==> src/rtl/wdsw_pkg.sv <==
package wdsw_pkg;
  typedef enum logic [1:0] {
    PH_HEAD = 2'd0,
    PH_BODY = 2'd1,
    PH_CFG  = 2'd2
  } wdsw_phase_t;
endpackage

==> src/rtl/wdsw_rr_arb.sv <==
module wdsw_rr_arb #(
  parameter int N = 4,
  localparam int IW = (N > 1) ? $clog2(N) : 1
) (
  input  logic          clk,
  input  logic          rst_n,
  input  logic          en,
  input  logic [N-1:0]  req,
  output logic [N-1:0]  grant,
  output logic [IW-1:0] gidx
);
  logic [IW-1:0] ptr_q, ptr_d;
  logic          found;

  always_comb begin
    grant = '0;
    gidx  = '0;
    found = 1'b0;
    for (int k = 0; k < N; k++) begin
      int j;
      j = int'(ptr_q) + k;
      if (j >= N) j = j - N;
      if (!found && req[j]) begin
        found = 1'b1;
        gidx  = IW'(j);
      end
    end
    if (en && found) grant[gidx] = 1'b1;
  end

  always_comb begin
    ptr_d = ptr_q;
    if (en && found) begin
      if (int'(gidx) == N - 1) ptr_d = '0;
      else                     ptr_d = gidx + 1'b1;
    end
  end

  always_ff @(posedge clk or negedge rst_n) begin
    if (!rst_n) ptr_q <= '0;
    else        ptr_q <= ptr_d;
  end
endmodule

==> src/rtl/wdsw_out_reg.sv <==
module wdsw_out_reg #(
  parameter int W = 5
) (
  input  logic         clk,
  input  logic         rst_n,
  input  logic         ld,
  input  logic [W-1:0] d,
  input  logic         ready,
  output logic         acc,
  output logic         q_valid,
  output logic [W-1:0] q
);
  logic         v_q, v_d;
  logic [W-1:0] d_q, d_d;

  assign acc = !v_q || ready;

  always_comb begin
    v_d = v_q;
    d_d = d_q;
    if (acc) begin
      v_d = ld;
      if (ld) d_d = d;
    end
  end

  always_ff @(posedge clk or negedge rst_n) begin
    if (!rst_n) v_q <= 1'b0;
    else        v_q <= v_d;
  end

  always_ff @(posedge clk) begin
    if (acc && ld) d_q <= d_d;
  end

  assign q_valid = v_q;
  assign q       = d_q;
endmodule

==> src/rtl/wdsw_in_ctl.sv <==
module wdsw_in_ctl
  import wdsw_pkg::*;
#(
  parameter int NPORT    = 4,
  parameter int FLIT_W   = 4,
  parameter int STAGE    = 0,
  parameter int CFG_CODE = 15,
  localparam int DIG_W   = $clog2(NPORT),
  localparam int NDIG    = FLIT_W / DIG_W,
  localparam int CFG_W   = NPORT * DIG_W
) (
  input  logic              clk,
  input  logic              rst_n,
  input  logic              in_valid,
  input  logic [FLIT_W-1:0] in_data,
  input  logic              in_last,
  input  logic [CFG_W-1:0]  remap,
  input  logic              path_ok,
  output logic              in_ready,
  output logic              req,
  output logic [DIG_W-1:0]  tgt,
  output logic              fwd,
  output logic              cfg_we,
  output logic [CFG_W-1:0]  cfg_val
);
  localparam int DIG_LSB = (NDIG - 1 - STAGE) * DIG_W;

  wdsw_phase_t      ph_q, ph_d;
  logic [DIG_W-1:0] tgt_q, tgt_d;
  logic [CFG_W-1:0] sh_q, sh_d;
  logic             is_cfg_hdr, in_cfg, xfer;
  logic [DIG_W-1:0] digit;
  logic [CFG_W-1:0] sh_next;

  assign digit      = in_data[DIG_LSB +: DIG_W];
  assign is_cfg_hdr = (ph_q == PH_HEAD) && (in_data == FLIT_W'(CFG_CODE));
  assign in_cfg     = is_cfg_hdr || (ph_q == PH_CFG);
  assign tgt        = (ph_q == PH_HEAD) ? remap[digit*DIG_W +: DIG_W] : tgt_q;
  assign req        = in_valid && (ph_q == PH_HEAD) && !is_cfg_hdr;
  assign in_ready   = in_cfg ? 1'b1 : path_ok;
  assign xfer       = in_valid && in_ready;
  assign fwd        = xfer && !in_cfg;

  generate
    if (CFG_W > FLIT_W) begin : g_wide
      assign sh_next = {in_data, sh_q[CFG_W-1:FLIT_W]};
    end else begin : g_narrow
      assign sh_next = in_data[CFG_W-1:0];
    end
  endgenerate

  always_comb begin
    ph_d    = ph_q;
    tgt_d   = tgt_q;
    sh_d    = sh_q;
    cfg_we  = 1'b0;
    cfg_val = sh_next;
    if (xfer) begin
      unique case (ph_q)
        PH_HEAD: begin
          if (is_cfg_hdr) begin
            sh_d = '0;
            ph_d = in_last ? PH_HEAD : PH_CFG;
          end else begin
            tgt_d = tgt;
            ph_d  = in_last ? PH_HEAD : PH_BODY;
          end
        end
        PH_BODY: begin
          if (in_last) ph_d = PH_HEAD;
        end
        PH_CFG: begin
          sh_d = sh_next;
          if (in_last) begin
            cfg_we = 1'b1;
            ph_d   = PH_HEAD;
          end
        end
        default: ph_d = PH_HEAD;
      endcase
    end
  end

  always_ff @(posedge clk or negedge rst_n) begin
    if (!rst_n) ph_q <= PH_HEAD;
    else        ph_q <= ph_d;
  end

  always_ff @(posedge clk) begin
    if (xfer) begin
      tgt_q <= tgt_d;
      sh_q  <= sh_d;
    end
  end
endmodule

==> src/rtl/wdsw_switch.sv <==
module wdsw_switch #(
  parameter int NPORT    = 4,
  parameter int FLIT_W   = 4,
  parameter int STAGE    = 0,
  parameter int CFG_CODE = 15,
  localparam int DIG_W   = $clog2(NPORT),
  localparam int CFG_W   = NPORT * DIG_W,
  localparam int OW      = FLIT_W + 1
) (
  input  logic                    clk,
  input  logic                    rst_n,
  input  logic [NPORT-1:0]        in_valid,
  output logic [NPORT-1:0]        in_ready,
  input  logic [NPORT*FLIT_W-1:0] in_data,
  input  logic [NPORT-1:0]        in_last,
  output logic [NPORT-1:0]        out_valid,
  input  logic [NPORT-1:0]        out_ready,
  output logic [NPORT*FLIT_W-1:0] out_data,
  output logic [NPORT-1:0]        out_last
);
  function automatic logic [CFG_W-1:0] ident_map();
    logic [CFG_W-1:0] m;
    for (int k = 0; k < NPORT; k++) m[k*DIG_W +: DIG_W] = DIG_W'(k);
    return m;
  endfunction

  // reset synchronizer: asynchronous assert, synchronous release
  logic [1:0] rs_q;
  logic       rst_sync_n;
  always_ff @(posedge clk or negedge rst_n) begin
    if (!rst_n) rs_q <= 2'b00;
    else        rs_q <= {rs_q[0], 1'b1};
  end
  assign rst_sync_n = rs_q[1];

  logic [CFG_W-1:0]  remap_q, remap_d;
  logic [DIG_W-1:0]  tgt      [NPORT];
  logic [NPORT-1:0]  req_in, fwd, cfg_we, path_ok;
  logic [CFG_W-1:0]  cfg_val  [NPORT];
  logic [NPORT-1:0]  lock_q, lock_d, acc;
  logic [DIG_W-1:0]  owner_q  [NPORT];
  logic [DIG_W-1:0]  owner_d  [NPORT];
  logic [NPORT*DIG_W-1:0] owner_flat;
  logic [NPORT-1:0]  req_col  [NPORT];
  logic [NPORT-1:0]  grant    [NPORT];
  logic [DIG_W-1:0]  gidx     [NPORT];
  logic [NPORT-1:0]  ld;
  logic [OW-1:0]     ld_d     [NPORT];

  // per-input control
  for (genvar i = 0; i < NPORT; i++) begin : g_in
    wdsw_in_ctl #(
      .NPORT(NPORT), .FLIT_W(FLIT_W), .STAGE(STAGE), .CFG_CODE(CFG_CODE)
    ) u_ctl (
      .clk      (clk),
      .rst_n    (rst_sync_n),
      .in_valid (in_valid[i]),
      .in_data  (in_data[i*FLIT_W +: FLIT_W]),
      .in_last  (in_last[i]),
      .remap    (remap_q),
      .path_ok  (path_ok[i]),
      .in_ready (in_ready[i]),
      .req      (req_in[i]),
      .tgt      (tgt[i]),
      .fwd      (fwd[i]),
      .cfg_we   (cfg_we[i]),
      .cfg_val  (cfg_val[i])
    );
  end

  // an input may move a flit only when it owns its target and the target can take it
  always_comb begin
    for (int i = 0; i < NPORT; i++) begin
      path_ok[i] = lock_q[tgt[i]] && (owner_q[tgt[i]] == DIG_W'(i)) && acc[tgt[i]];
    end
  end

  // request matrix, transposed per output
  always_comb begin
    for (int o = 0; o < NPORT; o++) begin
      for (int i = 0; i < NPORT; i++) begin
        req_col[o][i] = req_in[i] && (tgt[i] == DIG_W'(o));
      end
    end
  end

  // remap register: lowest-index input wins when two commit together
  always_comb begin
    remap_d = remap_q;
    for (int i = NPORT - 1; i >= 0; i--) begin
      if (cfg_we[i]) remap_d = cfg_val[i];
    end
  end

  always_ff @(posedge clk or negedge rst_sync_n) begin
    if (!rst_sync_n)   remap_q <= ident_map();
    else if (|cfg_we)  remap_q <= remap_d;
  end

  // per-output allocation and pipeline register
  for (genvar o = 0; o < NPORT; o++) begin : g_out
    wdsw_rr_arb #(.N(NPORT)) u_arb (
      .clk   (clk),
      .rst_n (rst_sync_n),
      .en    (!lock_q[o]),
      .req   (req_col[o]),
      .grant (grant[o]),
      .gidx  (gidx[o])
    );

    always_comb begin
      lock_d[o]  = lock_q[o];
      owner_d[o] = owner_q[o];
      if (!lock_q[o]) begin
        if (|grant[o]) begin
          lock_d[o]  = 1'b1;
          owner_d[o] = gidx[o];
        end
      end else if (fwd[owner_q[o]] && in_last[owner_q[o]]) begin
        lock_d[o] = 1'b0;
      end
    end

    always_ff @(posedge clk or negedge rst_sync_n) begin
      if (!rst_sync_n) begin
        lock_q[o]  <= 1'b0;
        owner_q[o] <= '0;
      end else begin
        lock_q[o]  <= lock_d[o];
        owner_q[o] <= owner_d[o];
      end
    end

    assign ld[o]   = lock_q[o] && fwd[owner_q[o]];
    assign ld_d[o] = {in_last[owner_q[o]], in_data[owner_q[o]*FLIT_W +: FLIT_W]};
    assign owner_flat[o*DIG_W +: DIG_W] = owner_q[o];

    logic [OW-1:0] q;
    wdsw_out_reg #(.W(OW)) u_oreg (
      .clk     (clk),
      .rst_n   (rst_sync_n),
      .ld      (ld[o]),
      .d       (ld_d[o]),
      .ready   (out_ready[o]),
      .acc     (acc[o]),
      .q_valid (out_valid[o]),
      .q       (q)
    );
    assign out_last[o]                  = q[OW-1];
    assign out_data[o*FLIT_W +: FLIT_W] = q[FLIT_W-1:0];
  end
endmodule

==> config.mk <==
export PLATFORM = sky130hd
export DESIGN_NAME = wdsw_switch
export DESIGN_NICKNAME = d
export VERILOG_FILES = /design/src/rtl/wdsw_pkg.sv /design/src/rtl/wdsw_rr_arb.sv /design/src/rtl/wdsw_out_reg.sv /design/src/rtl/wdsw_in_ctl.sv /design/src/rtl/wdsw_switch.sv
export SDC_FILE = /design/constraint.sdc
export NUM_CORES = 1
export LEC_CHECK = 0
export BUFFER_PORTS_ARGS = -buffer_cell sky130_fd_sc_hd__buf_4
export CORE_MARGIN = 1
export CORE_UTILIZATION = 60
export DETAILED_ROUTE_END_ITERATION = 12
export PLACE_DENSITY = 0.82
export SKIP_LAST_GASP = 1
export SYNTH_ARGS = -nofsm -noshare
export SYNTH_HDL_FRONTEND = slang
export SYNTH_SLANG_ARGS = --single-unit
==> constraint.sdc <==
create_clock -name clk -period 3.67 [get_ports clk]
set_input_delay 0.734 -clock clk [delete_from_list [all_inputs] [get_ports clk]]
set_output_delay 0.734 -clock clk [all_outputs]
set_load 0.005 [all_outputs]
==> results.json, run 1 <==
{
  "synth-compound-area-share_pct": 14.3,
  "syn-instance-count": 506,
  "rows": 34,
  "power.leakage_nw": 2.63,
  "pwr-share-seq_pct": 33.8,
  "io_pins": 58,
  "p_clk_share_pct": 13.4,
  "gp_congestion": 0.974,
  "clock-sinks": 86,
  "worstPathArrival_ns": 2.66,
  "syn2layout_area_growth_pct": 15.0,
  "hp-class": "in2async",
  "dpl_worst_slack_ns": -0.0606,
  "powerDensity_nw_per_um2": 822,
  "period_share_pct": 92.6,
  "initial_core_util_pct": 63.0,
  "cts_inserted_buffers": 9,
  "cts_max_path_buffers": 2,
  "ctsHoldBuffers": 0,
  "synth_top_family_by_area": "multiplexers",
  "cts_tree": "built",
  "yosys.area_share.adder_pct": 3.13,
  "final_area_um2": 6440,
  "layout-drive-gt1-share_pct": 28.9,
  "hold_slack_ns": 0.125,
  "grt_pass1_vias": 4639,
  "hpwl_um": 11600,
  "insertedDiodeCount": 0,
  "wl_per_cell_um": 22.1,
  "ant_nets": 0,
  "p_comb_share_pct": 52.8,
  "synthesis.area_um2": 5600,
  "fin_util_pct": 72.4,
  "dieHeight_um": 98.6,
  "die_w_um": 98.6,
  "setup_ws_ns": 0.272,
  "slew_headroom_pct": 40.2,
  "ys_async_sr_fraction_pct": 48.8,
  "h-tree-depth": 3,
  "cp_cell_sequence": "buf_4 -> mux4_2 -> mux2_4 -> buf_4 -> o32a_1 -> buf_4 -> nor2_1 -> inv_1 -> buf_4",
  "grt_max_degree": 41,
  "switching_share_pct": 40.9,
  "cap_violations": 0,
  "setup.worst_path.start": "in_data[6]",
  "worst_pin_slew_ns": 0.896,
  "min_period_ns": 3.40,
  "synthFlopType": "edfxtp_1",
  "vias": 4596,
  "synth_seq_cells": 86,
  "r2r_start": "remap_q[0]",
  "synth_seq_area_share_pct": 42.5,
  "drt_iter0_drc": 334,
  "reg2regPathDepth": 10,
  "critical_path.slowest_cell": "mux4_2",
  "internal_power_mw": 3.13,
  "grt_pass1_wl_um": 24100,
  "cts-root-buf": "clkbuf_8",
  "path_common_cell": "buf_4",
  "cts_setup_buffers": 0,
  "synth_edf_count": 44,
  "crit_required_ns": 2.94,
  "port_buffers": 57,
  "r2r_end": "owner_flat[1]",
  "finalSetupTns_ns": 0,
  "synth.distinct_cells": 66,
  "grtUsageTotal_pct": 33.1,
  "fin_skew_ns": 0.0115,
  "muxShareOfSynthArea_pct": 18.3,
  "endpoint_kind": "output pin",
  "setup-violations-final": 0,
  "grt-ovfl-total": 0,
  "synthSimpleGateAreaFrac_pct": 16.7,
  "cp-start-kind": "primary input",
  "slew_violations": 0,
  "synth.net_count": 550,
  "status": "finished clean",
  "place_area_um2": 6230,
  "irDropWorstVdd_uv": 421,
  "path_delay_family": "multiplexers",
  "ff2ff_setup_slack_ns": 0.34,
  "drt-total-wl_um": 15200,
  "clock_latency_ns": 0.38,
  "path_clk_slew_ns": 0.09,
  "nNetsFinal": 616,
  "core-area_um2": 8890,
  "firstDrtPassIters": 5,
  "rsz0062_at_grt": "false",
  "fmax_ghz": 0.294,
  "die-area_um2": 9720,
  "viasPerCell": 6.71,
  "crit_buf_inv": 5,
  "power.switching_mw": 2.17,
  "antenna_found_initial": 0,
  "post_cts_resized": 0,
  "yosys_warnings": 0,
  "worstSetupPathType": "in2out",
  "crit_fanout": 4,
  "yosys.area_share.xor_xnor_pct": 0.156,
  "syn_avg_cell_area_um2": 11.1,
  "finalHoldViolCount": 0,
  "slowest_delay_ns": 0.54,
  "drc": 0
}
[power groups by stage]
| stage | Combinational (mW) | Clock [mW] | Sequential [mW] |
|---|---|---|---|
| global placement | 2.67 | 0 | 1.78 |
| finish | 2.80 | 0.711 | 1.79 |
| CTS | 2.76 | 0.719 | 1.78 |
| floorplan | 1.92 | 0 | 1.64 |
| global route | 3.03 | 0.754 | 1.83 |
| detailed placement | 2.75 | 0 | 1.79 |
[worst max-delay path by stage]
stage                    end  slack [ns]  cells past startpoint
6_report         in_ready[1]        0.27                      9
3_3_place_gp   owner_flat[0]        0.01                     11
2_1_floorplan  owner_flat[0]        0.03                     11
5_1_grt          in_ready[1]        0.03                     11
3_5_place_dp   owner_flat[1]       -0.06                     11
4_1_cts          in_ready[1]        0.18                     11
[layout make-up]
cell class,instances,area (um2)
clock buffers,10,138
multi-input cells,359,2960
inverters,30,113
well taps,108,135
fillers,641,2450
flip-flops and latches,86,2380
repair buffers,86,646
clock inverters,6,67.6
[state kept, by name, summed over array words and instances, names as in the netlist]
register and flops:
g_in.u_ctl.ph_q 8, g_in.u_ctl.sh_q 16, g_in.u_ctl.tgt_q 8, g_out.u_arb.ptr_q 8, g_out.u_oreg.q 20, g_out.u_oreg.q_valid 4
lock_q 4, owner_flat 8, remap_q 8, rs_q 2
[per-stage QoR]
stage	instances	total power, mW
detailed placement	669	4.54
global route	685	5.61
floorplan	506	3.56
finish	685	5.30
global placement	669	4.45
CTS	685	5.26
[cells in the mapped netlist, types with 3 or more instances]
master	n	area share, %
a2111oi_0	3	0.47
a211oi_1	10	1.3
a21boi_0	4	0.54
a21o_1	4	0.54
a21oi_1	34	3.0
a2bb2oi_1	4	0.63
a31oi_1	7	0.78
a32oi_1	4	0.63
and2_1	17	1.9
and3_1	9	1.0
buf_2	3	0.27
buf_4	8	1.1
clkbuf_1	18	1.2
dfrtp_1	38	17
dfstp_2	4	1.9
edfxtp_1	44	24
ha_1	14	3.1
inv_1	28	1.9
mux2_2	11	2.2
mux2i_1	16	2.9
mux4_1	4	1.9
mux4_2	25	10
nand2_1	27	1.8
nand2b_1	14	1.6
nand3_1	13	1.2
nand4_1	10	1.1
nand4b_1	4	0.63
nor2_1	31	2.1
nor2b_1	8	0.89
nor3_1	5	0.45
nor3b_1	6	0.80
nor4_1	5	0.56
o21ai_0	12	1.1
o221a_2	3	0.60
o22ai_1	5	0.56
o2bb2ai_1	4	0.63
o31ai_1	3	0.40
or2_2	4	0.45
or3_1	3	0.34
or3b_2	3	0.47
or4_1	3	0.40
[cell usage in the layout (no fill, tap or decap), types with 4 or more instances in the layout]
cell and n:
buf_4 86, edfxtp_1 44, dfrtp_1 37, a21oi_1 34, nor2_1 31, inv_1 28, nand2_1 27, mux4_2 25
and2_1 17, mux2i_1 16, nand2b_1 14, ha_1 14, nand3_1 13, o21ai_0 12, mux2_2 11, nand4_1 10
a211oi_1 10, clkbuf_8 10, and3_1 9, nor2b_1 8, a31oi_1 7, nor3_1 5, o22ai_1 5, nor4_1 5
nor3b_1 5, a2bb2oi_1 4, or2_2 4, a21o_1 4, o2bb2ai_1 4, mux4_1 4, a32oi_1 4, nand4b_1 4
a21boi_0 4, dfstp_2 4
[kinds of logic (layout without fill, tap and decap cells)]
| family | Yosys count | count (layout) |
|---|---|---|
| AO/OA/AOI/OAI | 114 | 114 |
| AND/OR/NAND/NOR | 169 | 169 |
| XOR/XNOR | 1 | 1 |
| buffers and inverters | 61 | 132 |
| multiplexers | 60 | 60 |
| other | 1 | 1 |
| flip-flops | 86 | 86 |
| adder cells (fa/ha/maj) | 14 | 14 |
[per-layer routing]
metal / GRT usage, % / wire length, um
met1: 41.9 / 5960
met2: 55.3 / 7400
met3: 6.17 / 1160
met4: 16.3 / 640
met5: 0 / 0
(Power assumes the default switching activity.)
==> run 2, diff against run 1 <==
Settings changed: CORE_UTILIZATION 60 to 54, PLACE_DENSITY 0.82 to 0.78.
Clock period 3.67 ns to 3 ns, I/O delays scaled along.
==> results.json, run 2 (same netlist as run 1, synthesis figures left out) <==
{
  "setup-violations-final": 7,
  "slew_headroom_pct": 35.7,
  "power.leakage_nw": 3.12,
  "grt-ovfl-total": 0,
  "irDropWorstVdd_uv": 702,
  "min_period_ns": 3.16,
  "worstPathArrival_ns": 3.43,
  "drc": 0,
  "io_pins": 58,
  "cp-start-kind": "primary input",
  "finalHoldViolCount": 0,
  "vias": 5036,
  "cts_tree": "built",
  "port_buffers": 57,
  "drt_iter0_drc": 428,
  "cap_violations": 0,
  "hp-class": "reg2reg",
  "crit_buf_inv": 4,
  "fin_skew_ns": 0.0127,
  "insertedDiodeCount": 0,
  "viasPerCell": 6.28,
  "setup_ws_ns": -0.163,
  "period_share_pct": 105,
  "grtUsageTotal_pct": 33.3,
  "cts_inserted_buffers": 9,
  "layout-drive-gt1-share_pct": 45.0,
  "endpoint_kind": "register",
  "critical_path.slowest_cell": "or4_4",
  "crit_fanout": 9,
  "ant_nets": 0,
  "syn2layout_area_growth_pct": 34.4,
  "hpwl_um": 13100,
  "largest_reg_flops": 20,
  "gp_congestion": 0.973,
  "crit_required_ns": 3.27,
  "path_clk_slew_ns": 0.08,
  "hold_slack_ns": 0.363,
  "grt_pass1_vias": 4954,
  "h-tree-depth": 3,
  "antenna_found_initial": 0,
  "clock-sinks": 86,
  "dpl_worst_slack_ns": -0.439,
  "wl_per_cell_um": 22.0,
  "clock_latency_ns": 0.38,
  "die_w_um": 104,
  "firstDrtPassIters": 5,
  "worst_pin_slew_ns": 0.965,
  "path_common_cell": "buf_4",
  "status": "complete, but fails checks",
  "cts_max_path_buffers": 2,
  "dieHeight_um": 104,
  "layout_commonest_cell": "buf_4",
  "path_delay_family": "simple AND/OR/NAND/NOR gates",
  "cts-root-buf": "clkbuf_8",
  "powerDensity_nw_per_um2": 1060,
  "rsz0062_at_grt": "true",
  "final_cell_mix": "161 x buf_4, 44 x edfxtp_1, 37 x dfrtp_1",
  "worstSetupPathType": "in2reg",
  "p_total_mw": 7.99,
  "fmax_ghz": 0.316,
  "violations": "negative setup slack",
  "grt_max_degree": 41,
  "initial_core_util_pct": 56.5,
  "slowest_delay_ns": 0.52,
  "die-area_um2": 10800,
  "rows": 36,
  "fin_util_pct": 76.0,
  "grt_pass1_wl_um": 26800,
  "slew_violations": 0,
  "nNetsFinal": 708,
  "drt-total-wl_um": 17700,
  "core-area_um2": 9910,
  "cp_cell_sequence": "buf_4 -> buf_4 -> mux2_2 -> nor3b_4 -> buf_4 -> or4_4 -> nand2_2 -> a21o_1 -> a22oi_2 -> buf_4 -> ha_4 -> o41a_4 -> mux2_4"
}
[run 2: layer usage]
layer	routed length, um	part of all wire [%]	track usage, %	vias to the layer above
met5	0	0	0	-
met2	8630	49	55.4	263
met4	784	4.4	15.0	0
met3	1450	8.2	8.31	56
li1	-	-	-	2253
met1	6810	39	41.0	2464
[run 2: timing repair]
item,4_1_cts,5_1_grt
hold endpoints to repair,2,0
hold buffers,1,0
pin swaps,10,16
gates resized for setup,43,28
setup buffers,13,11
setup endpoints to repair,22,32
[run 2: area by class of cell]
class                           instances  area (um2)
Clock buffer                           10         128
Multi-Input combinational cell        359        3270
Inverter                               30         116
Tap cell                              133         166
Fill cell                             659        2380
Sequential cell                        86        2380
Timing Repair Buffer                  178        1410
Clock inverter                          6        62.6
[run 2: final timing paths]
path                            startpoint             to  slack, ns  cells past startpoint
worst max-delay path            in_data[6]  owner_flat[1]      -0.16                     13
worst min-delay path               rs_q[0]        rs_q[1]       0.36                      0
worst max register to register  remap_q[0]  owner_flat[1]      -0.15                     10
worst min register to register     rs_q[0]        rs_q[1]       0.36                      0
max in group asynchronous          rs_q[1]      lock_q[3]       1.97                      0
min in group asynchronous          rs_q[1]     remap_q[4]       0.43                      0
[run 2: per-stage QoR]
stage               TNS [ns]  cell area [um2]  cells
finish                -0.600             7530    802
global route           -2.40             7530    802
CTS                   -0.356             7330    793
detailed placement    -10.01             6840    763
global placement       -8.19             6840    763
floorplan             -0.917             5670    506
[run 2: power by group]
| part | internal, mW | switching, mW |
|---|---|---|
| logic | 2.67 | 2.38 |
| clock network | 0.382 | 0.422 |
| registers | 1.77 | 0.364 |
| total | 4.82 | 3.17 |
